<file path="src/rtl/uart_rf_pkg.sv">
package uart_rf_pkg;
  localparam int AW = 4;
  localparam int DW = 8;
  localparam logic [DW-1:0] ENH_KEY      = 8'hBF;
  localparam logic [DW-1:0] IER_ENH_MASK = 8'hF0;
  localparam logic [DW-1:0] MCR_ENH_MASK = 8'hE4;
  localparam logic [DW-1:0] FCR_ENH_MASK = 8'h30;
  localparam logic [DW-1:0] FCR_PLS_MASK = 8'h06;
  localparam int IOC_SRST_BIT = 2;
  localparam int EFR_ENH_BIT  = 4;
  localparam int MCR_TCR_BIT  = 2;

  typedef enum logic [4:0] {
    SEL_NONE, SEL_DATA, SEL_IER, SEL_DLL, SEL_DLH, SEL_IIR_FCR, SEL_EFR,
    SEL_LCR, SEL_MCR, SEL_LSR, SEL_MSR, SEL_SPR, SEL_TCR, SEL_TLR,
    SEL_XON1, SEL_XON2, SEL_XOFF1, SEL_XOFF2, SEL_TXLVL, SEL_RXLVL,
    SEL_IODIR, SEL_IOSTATE, SEL_IOIEN, SEL_IOC, SEL_EFCR
  } sel_e;

  typedef struct packed {
    logic [DW-1:0] dll, dlh, lcr, ier, mcr, fcr, efr, spr;
    logic [DW-1:0] xon1, xon2, xoff1, xoff2, tcr, tlr;
    logic [DW-1:0] iodir, ioout, ioien, ioc, efcr;
  } cfg_t;
endpackage

</file>
<file path="src/rtl/uart_rf_decode.sv">
module uart_rf_decode
  import uart_rf_pkg::*;
(
  input  logic [AW-1:0] addr_i,
  input  logic [DW-1:0] lcr_i,
  input  logic          enh_i,
  input  logic          tcr_sel_i,
  output sel_e          sel_o
);
  logic dl_bank, key_bank, tcr_en;
  assign dl_bank  = lcr_i[DW-1];
  assign key_bank = (lcr_i == ENH_KEY);
  assign tcr_en   = enh_i && tcr_sel_i;

  always_comb begin
    sel_o = SEL_NONE;
    case (addr_i)
      4'h0: sel_o = dl_bank  ? SEL_DLL : SEL_DATA;
      4'h1: sel_o = dl_bank  ? SEL_DLH : SEL_IER;
      4'h2: sel_o = key_bank ? SEL_EFR : SEL_IIR_FCR;
      4'h3: sel_o = SEL_LCR;
      4'h4: sel_o = key_bank ? SEL_XON1 : SEL_MCR;
      4'h5: sel_o = key_bank ? SEL_XON2 : SEL_LSR;
      4'h6: sel_o = key_bank ? SEL_XOFF1 : (tcr_en ? SEL_TCR : SEL_MSR);
      4'h7: sel_o = key_bank ? SEL_XOFF2 : (tcr_en ? SEL_TLR : SEL_SPR);
      4'h8: sel_o = SEL_TXLVL;
      4'h9: sel_o = SEL_RXLVL;
      4'hA: sel_o = SEL_IODIR;
      4'hB: sel_o = SEL_IOSTATE;
      4'hC: sel_o = SEL_IOIEN;
      4'hE: sel_o = SEL_IOC;
      4'hF: sel_o = SEL_EFCR;
      default: sel_o = SEL_NONE;
    endcase
  end
endmodule

</file>
<file path="src/rtl/uart_rf_regs.sv">
module uart_rf_regs
  import uart_rf_pkg::*;
#(
  parameter logic [DW-1:0] LCR_RST = 8'h1D
) (
  input  logic          clk_i,
  input  logic          rst_ni,
  input  logic          wr_i,
  input  sel_e          sel_i,
  input  logic [DW-1:0] wdata_i,
  output cfg_t          cfg_o,
  output logic          rx_rst_o,
  output logic          tx_rst_o
);
  localparam cfg_t CFG_RST = '{lcr: LCR_RST, default: '0};

  cfg_t cfg_q;
  logic rx_q, tx_q, enh, srst;

  assign enh  = cfg_q.efr[EFR_ENH_BIT];
  assign srst = wr_i && (sel_i == SEL_IOC) && wdata_i[IOC_SRST_BIT];

  // protected bits keep old value unless enhanced mode is on
  function automatic logic [DW-1:0] guard(input logic [DW-1:0] old_v,
                                          input logic [DW-1:0] new_v,
                                          input logic [DW-1:0] mask,
                                          input logic          open_v);
    return open_v ? new_v : ((new_v & ~mask) | (old_v & mask));
  endfunction

  always_ff @(posedge clk_i or negedge rst_ni) begin
    if (!rst_ni) begin
      cfg_q <= CFG_RST;
      rx_q  <= 1'b0;
      tx_q  <= 1'b0;
    end else begin
      rx_q <= 1'b0;
      tx_q <= 1'b0;
      if (srst) begin
        cfg_q <= CFG_RST;
      end else if (wr_i) begin
        case (sel_i)
          SEL_DLL:     cfg_q.dll   <= wdata_i;
          SEL_DLH:     cfg_q.dlh   <= wdata_i;
          SEL_IER:     cfg_q.ier   <= guard(cfg_q.ier, wdata_i, IER_ENH_MASK, enh);
          SEL_IIR_FCR: begin
            cfg_q.fcr <= guard(cfg_q.fcr, wdata_i, FCR_ENH_MASK, enh) & ~FCR_PLS_MASK;
            rx_q      <= wdata_i[1];
            tx_q      <= wdata_i[2];
          end
          SEL_EFR:     cfg_q.efr   <= wdata_i;
          SEL_LCR:     cfg_q.lcr   <= wdata_i;
          SEL_MCR:     cfg_q.mcr   <= guard(cfg_q.mcr, wdata_i, MCR_ENH_MASK, enh);
          SEL_SPR:     cfg_q.spr   <= wdata_i;
          SEL_TCR:     cfg_q.tcr   <= wdata_i;
          SEL_TLR:     cfg_q.tlr   <= wdata_i;
          SEL_XON1:    cfg_q.xon1  <= wdata_i;
          SEL_XON2:    cfg_q.xon2  <= wdata_i;
          SEL_XOFF1:   cfg_q.xoff1 <= wdata_i;
          SEL_XOFF2:   cfg_q.xoff2 <= wdata_i;
          SEL_IODIR:   cfg_q.iodir <= wdata_i;
          SEL_IOSTATE: cfg_q.ioout <= wdata_i;
          SEL_IOIEN:   cfg_q.ioien <= wdata_i;
          SEL_IOC:     cfg_q.ioc   <= wdata_i;
          SEL_EFCR:    cfg_q.efcr  <= wdata_i;
          default: ;
        endcase
      end
    end
  end

  assign cfg_o    = cfg_q;
  assign rx_rst_o = rx_q;
  assign tx_rst_o = tx_q;
endmodule

</file>
<file path="src/rtl/uart_bank_regfile.sv">
module uart_bank_regfile
  import uart_rf_pkg::*;
#(
  parameter logic [7:0] LCR_RST = 8'h1D
) (
  input  logic        clk_i,
  input  logic        rst_ni,
  input  logic [3:0]  addr_i,
  input  logic [7:0]  wdata_i,
  input  logic        wr_i,
  input  logic        rd_i,
  output logic [7:0]  rdata_o,
  input  logic [7:0]  rhr_i,
  input  logic [7:0]  iir_i,
  input  logic [7:0]  lsr_i,
  input  logic [7:0]  msr_i,
  input  logic [7:0]  tx_space_i,
  input  logic [7:0]  rx_level_i,
  input  logic [7:0]  gpio_i,
  output logic        thr_wr_o,
  output logic        rhr_rd_o,
  output logic [15:0] dl_o,
  output logic [7:0]  lcr_o,
  output logic [7:0]  ier_o,
  output logic [7:0]  mcr_o,
  output logic [7:0]  fcr_o,
  output logic [7:0]  efr_o,
  output logic [31:0] flow_chars_o,
  output logic [7:0]  tcr_o,
  output logic [7:0]  tlr_o,
  output logic [7:0]  gpio_dir_o,
  output logic [7:0]  gpio_out_o,
  output logic [7:0]  gpio_ien_o,
  output logic [7:0]  ioc_o,
  output logic [7:0]  efcr_o,
  output logic        rx_fifo_rst_o,
  output logic        tx_fifo_rst_o
);
  sel_e sel;
  cfg_t cfg;

  uart_rf_decode u_decode (
    .addr_i    (addr_i),
    .lcr_i     (cfg.lcr),
    .enh_i     (cfg.efr[EFR_ENH_BIT]),
    .tcr_sel_i (cfg.mcr[MCR_TCR_BIT]),
    .sel_o     (sel)
  );

  uart_rf_regs #(.LCR_RST(LCR_RST)) u_regs (
    .clk_i    (clk_i),
    .rst_ni   (rst_ni),
    .wr_i     (wr_i),
    .sel_i    (sel),
    .wdata_i  (wdata_i),
    .cfg_o    (cfg),
    .rx_rst_o (rx_fifo_rst_o),
    .tx_rst_o (tx_fifo_rst_o)
  );

  always_comb begin
    case (sel)
      SEL_DATA:    rdata_o = rhr_i;
      SEL_IER:     rdata_o = cfg.ier;
      SEL_DLL:     rdata_o = cfg.dll;
      SEL_DLH:     rdata_o = cfg.dlh;
      SEL_IIR_FCR: rdata_o = iir_i;
      SEL_EFR:     rdata_o = cfg.efr;
      SEL_LCR:     rdata_o = cfg.lcr;
      SEL_MCR:     rdata_o = cfg.mcr;
      SEL_LSR:     rdata_o = lsr_i;
      SEL_MSR:     rdata_o = msr_i;
      SEL_SPR:     rdata_o = cfg.spr;
      SEL_TCR:     rdata_o = cfg.tcr;
      SEL_TLR:     rdata_o = cfg.tlr;
      SEL_XON1:    rdata_o = cfg.xon1;
      SEL_XON2:    rdata_o = cfg.xon2;
      SEL_XOFF1:   rdata_o = cfg.xoff1;
      SEL_XOFF2:   rdata_o = cfg.xoff2;
      SEL_TXLVL:   rdata_o = tx_space_i;
      SEL_RXLVL:   rdata_o = rx_level_i;
      SEL_IODIR:   rdata_o = cfg.iodir;
      SEL_IOSTATE: rdata_o = gpio_i;
      SEL_IOIEN:   rdata_o = cfg.ioien;
      SEL_IOC:     rdata_o = cfg.ioc & ~(8'h1 << IOC_SRST_BIT);
      SEL_EFCR:    rdata_o = cfg.efcr;
      default:     rdata_o = '0;
    endcase
  end

  assign thr_wr_o     = wr_i && (sel == SEL_DATA);
  assign rhr_rd_o     = rd_i && (sel == SEL_DATA);
  assign dl_o         = {cfg.dlh, cfg.dll};
  assign lcr_o        = cfg.lcr;
  assign ier_o        = cfg.ier;
  assign mcr_o        = cfg.mcr;
  assign fcr_o        = cfg.fcr;
  assign efr_o        = cfg.efr;
  assign flow_chars_o = {cfg.xoff2, cfg.xoff1, cfg.xon2, cfg.xon1};
  assign tcr_o        = cfg.tcr;
  assign tlr_o        = cfg.tlr;
  assign gpio_dir_o   = cfg.iodir;
  assign gpio_out_o   = cfg.ioout;
  assign gpio_ien_o   = cfg.ioien;
  assign ioc_o        = cfg.ioc & ~(8'h1 << IOC_SRST_BIT);
  assign efcr_o       = cfg.efcr;
endmodule

</file>
<file path="config.mk">
export PLATFORM = sky130hd
export DESIGN_NAME = uart_bank_regfile
export DESIGN_NICKNAME = d
export VERILOG_FILES = /design/src/rtl/uart_rf_pkg.sv /design/src/rtl/uart_rf_decode.sv /design/src/rtl/uart_rf_regs.sv /design/src/rtl/uart_bank_regfile.sv
export SDC_FILE = /design/constraint.sdc
export NUM_CORES = 1
export LEC_CHECK = 0
export BUFFER_PORTS_ARGS = -buffer_cell sky130_fd_sc_hd__clkbuf_2
export CORE_AREA = 2 2 110 165
export CTS_CLUSTER_DIAMETER = 60
export DETAILED_ROUTE_END_ITERATION = 6
export DIE_AREA = 0 0 112 167
export GPL_TIMING_DRIVEN = 1
export PLACE_DENSITY = 0.88
export SETUP_SLACK_MARGIN = 0.3
export SYNTH_ARGS = -nofsm -noshare
export SYNTH_HDL_FRONTEND = slang
export SYNTH_HIERARCHICAL = 1
export SYNTH_SLANG_ARGS = --single-unit
</file>
<file path="constraint.sdc">
create_clock -name clk_i -period 6.2 [get_ports clk_i]
set_input_delay 1.55 -clock clk_i [delete_from_list [all_inputs] [get_ports clk_i]]
set_output_delay 1.55 -clock clk_i [all_outputs]
set_load 0.01 [all_outputs]
</file>
### Word-level counts from Yosys, hierarchy flattened

Cells that the tools add are included.

| storage, ports and cells | value |
|---|---|
| bits in latches | 0 |
| bits in writable memories | 0 |
| flip-flop bits (word level) | 154 |
| input port bits | 72 |
| output and inout port bits | 156 |
| memories | 0 |
| logic and storage cells | 149 |
| ROM bits | 0 |

| operators by class | value |
|---|---|
| bitwise gates (word level) | 3 |
| div/mod/pow operators | 0 |
| $lt $le $gt $ge | 0 |
| multiply operators | 0 |
| equal/unequal tests | 39 |
| add/sub/neg operators | 0 |
| reduce and logical (&&, ||, !) cells | 45 |
| muxes and demuxes | 41 |
| shifts and indexed selects | 0 |

Operators by type and width:

| kind | number |
|---|---|
| $mux W152 | 2 |
| $pmux W8 S24 | 1 |
| $mux W8 | 22 |
| $pmux W5 S15 | 1 |
| $eq A5 B5 Y1 const B | 9 |
| $eq A5 B4 Y1 const B | 8 |
| $reduce_bool A2 Y1 | 20 |
| $reduce_and A2 Y1 | 19 |
| $eq A4 B4 Y1 const B | 7 |
| $eq A5 B3 Y1 const B | 4 |
| $eq A4 B3 Y1 const B | 4 |
| $mux W3 | 5 |
| $eq A5 B2 Y1 const B | 2 |
| $mux W5 | 2 |
| $eq A4 B2 Y1 const B | 2 |
| $eq A8 B8 Y1 const B | 1 |
| $or A4 B8 Y8 | 1 |
| $or A5 B8 Y8 | 1 |
| $or A8 B6 Y8 | 1 |
| $mux W1 | 6 |
| $eq A5 B1 Y1 const B | 1 |
| $logic_and A1 B1 Y1 | 5 |
| $eq A4 B1 Y1 const B | 1 |
| $logic_not A4 Y1 | 1 |
| $mux W2 | 2 |

### Logic depth before layout (Yosys ltp)

| depth | value |
|---|---|
| depth in word-level cells | 9 |
| mapped depth | 13 |

### Hierarchy

Netlist, hierarchy kept.

By module, submodules not included:

| module | area each (µm²) | cells an instance | times used |
|---|---|---|---|
| uart_rf_regs | 7169.4 | 731 | 1 |
| uart_bank_regfile | 1945.6 | 260 | 1 |
| uart_rf_decode | 242.7 | 37 | 1 |

### Worst setup path before layout

Ideal clock, no wire load.

| timing path | value |
|---|---|
| path kind | input to output |
| start | input addr_i[0] |
| end | output rdata_o[6] |
| arrival | 3.742 ns |
| required time | 4.650 ns |
| stages | 12 |
| slack | 0.908 ns |
| buffers on the path | 3 |
| cell sequence | buf_2 nor3b_1 a21oi_1 nor2_1 a221oi_1 buf_6 buf_8 mux2_4 a22oi_2 o221ai_1 nor3_1 nand3_1 |

| between the ends | value |
|---|---|
| cells in the longest elaborated chain, start to end | 4 |

Ends and longest elaborated chain:

| element | RTL line | text |
|---|---|---|
| start: declaration | uart_bank_regfile.sv:8 | `input logic [3:0] addr_i,` |
| $eq A4 B4 Y1, or another cell as far along | uart_rf_decode.sv:17 | `case (addr_i)` |
| $pmux W5 S15 (*) | uart_rf_decode.sv:17 |  |
| named net sel[0] | uart_bank_regfile.sv:39 | `sel_e sel;` |
| $eq A5 B5 Y1, or another cell as far along | uart_bank_regfile.sv:62 | `case (sel)` |
| $pmux W8 S24 (*) | uart_bank_regfile.sv:62 |  |
| end: declaration | uart_bank_regfile.sv:12 | `output logic [7:0] rdata_o,` |

Mark *: on every way through the listed nets, which the timed path passes. The rest lies on a longest branch.

### Worst setup path after layout

| timing path | value |
|---|---|
| start | input addr_i[2] |
| end | output rdata_o[3] |

Same word-level chain as after synthesis.

==> flow_summary.ini <==
[global_route]
grt_pass1_wl_um = 62500
grt_max_degree = 135
grt.overflow.total = 0
grt_pass1_vias = 9919
antenna_found_initial = 1
grt_usage_pct = 44.1

[die]
start_util_pct = 54.0
fp.dieH_um = 167
core_um2 = 17300
rows = 59
die-area_um2 = 18700
io_pins = 228
dieWidth_um = 112

[detailed_routing]
drc = 0
ant_nets = 0
vias_per_cell = 7.18
drt_iter0_drc = 1639
vias = 10300
dr.pass1.iters = 7
wl_per_cell_um = 29.4
drt_wl_total_um = 42000

[clocking]
cts_max_level = 4
ctsLongestPathBuffers = 2
cts_sinks = 151
cts-root-buf = clkbuf_16
cts_buffers = 17
cts_tree = yes
insertion_delay_ps = 440
path_clk_slew_ps = 70

[hold_path]
hp-class = reg2reg

[setup_path]
cp.required_ps = 4650
cp-start-kind = input port
path_max_fanout = 28
critPathArrivalTime_ps = 4310
end_kind = output port
crit_type = in2out

[final_layout]
fillers = 1439
syn2layout_area_growth_pct = 20.0
nets = 1273
drive_gt1_share_pct = 35.3

[logic_synthesis]
syn_inst = 1026
syn_area_um2 = 9330
yosys_warnings = 6
avgSynthCellArea_um2 = 9.09

[power]
leakage_nw = 4.86
vdd_drop_max_uv = 248
p_per_area_nw_per_um2 = 345

[timing]
setup_viol = 0
max_freq_mhz = 171
maxSlewViolCount = 0
finalCriticalPeriod_ps = 5860
slew_headroom_pct = 9.63
tns_ps = 0
tightest_slew_ps = 1350
finalClockSkew_ps = 11.9
rsz0062_at_grt = no
period_share_pct = 94.6
whs_ps = 504
hold_viol = 0

[placement]
gp_congestion = 1.07
hpwlAfterDp_um = 28900
port_buffers = 224

[outcome]
outcome = finished clean

[job]
drv_cap = 0
## flip-flops by register name, indices dropped and copies added, names as in the netlist
name,count
u_regs/rx_rst_o,1
u_regs/cfg_o,149
u_regs/tx_rst_o,1
## cell type report
class                   count  area [µm²]  share of cell area, %
well taps                 213         267                   2.38
multi-input cells         738        4880                   43.6
repair buffers            279        1610                   14.4
inverters                  14        52.6                  0.470
flip-flops and latches    151        3780                   33.8
diodes                      1        2.50                 0.0224
clock inverters            14         160                   1.43
clock buffers              18         439                   3.92
## cell usage in the layout (no fill, tap or decap), types with 9 or more instances in the layout
master,count
a21oi_1,84
a21oi_2,60
a22oi_1,15
a31oi_1,14
a32oi_1,10
buf_4,48
clkbuf_16,17
clkbuf_2,223
dfrtp_1,147
inv_1,14
mux2_2,9
mux2i_1,35
nand2_1,14
nand3_1,135
nor2_1,24
nor2b_1,9
nor3_1,40
o21ai_0,131
## stage by stage
stage | power, mW | utilization (%) | setup WS, ps | cells | area (µm²)
final | 3.86 | 64.8 | 335 | 1428 | 11200
after global routing | 3.99 | 64.8 | 304 | 1427 | 11200
after CTS | 3.81 | 64.4 | 308 | 1423 | 11100
after detailed placement | 2.73 | 60.9 | -13.6 | 1391 | 10500
after global placement | 2.70 | 60.9 | 56.4 | 1391 | 10500
after floorplan | 2.10 | - | 908 | 1027 | 9330
## worst max-delay path, cell delays in order
cell       delay [ps]
clkbuf_2          120
buf_4             210
nand3_1           250
o21ai_0           210
a31o_4            430
buf_4             230
mux2i_1           180
o21ai_0           130
a2111oi_2         510
buf_4             190
nand4_1           110
clkbuf_2          150
## what timing repair did
item                                    in CTS  in global routing
buffers inserted                             0                  3
hold buffers                                 0                  0
pin swaps                                    0                  1
endpoints found under the hold margin        0                  0
gates cloned                                 0                  1
resized for setup                            3                  4
endpoints found under the setup margin       1                  5
## final timing paths
| path | start | end | slack (ps) | cells after the start |
|---|---|---|---|---|
| max in group asynchronous | rst_ni | u_regs/cfg_o[88] | 3770 | 2 |
| min | u_regs/cfg_o[131] | u_regs/cfg_o[131] | 500 | 2 |
| max reg2reg | u_regs/cfg_o[133] | u_regs/cfg_o[90] | 2590 | 9 |
| min in group asynchronous | rst_ni | u_regs/cfg_o[104] | 1230 | 1 |
| min reg2reg | u_regs/cfg_o[131] | u_regs/cfg_o[131] | 500 | 2 |
| max | addr_i[2] | rdata_o[3] | 340 | 12 |
## where the power goes
part | total [mW] | internal (mW) | switching [mW]
Combinational | 1.20 | 0.486 | 0.719
Clock | 1.09 | 0.616 | 0.470
Sequential | 1.57 | 1.24 | 0.336
## metal layers
layer | wire length [µm] | up-vias | global-route usage [%] | part of all wire (%)
met4 | 3750 | 0 | 32.5 | 8.9
li1 | - | 4166 | - | -
met5 | 0 | - | 0 | 0
met2 | 19800 | 947 | 69.8 | 47
met3 | 4400 | 248 | 9.64 | 10
met1 | 14100 | 4897 | 52.5 | 34
No activity file was read; power rests on OpenSTA's default activity.
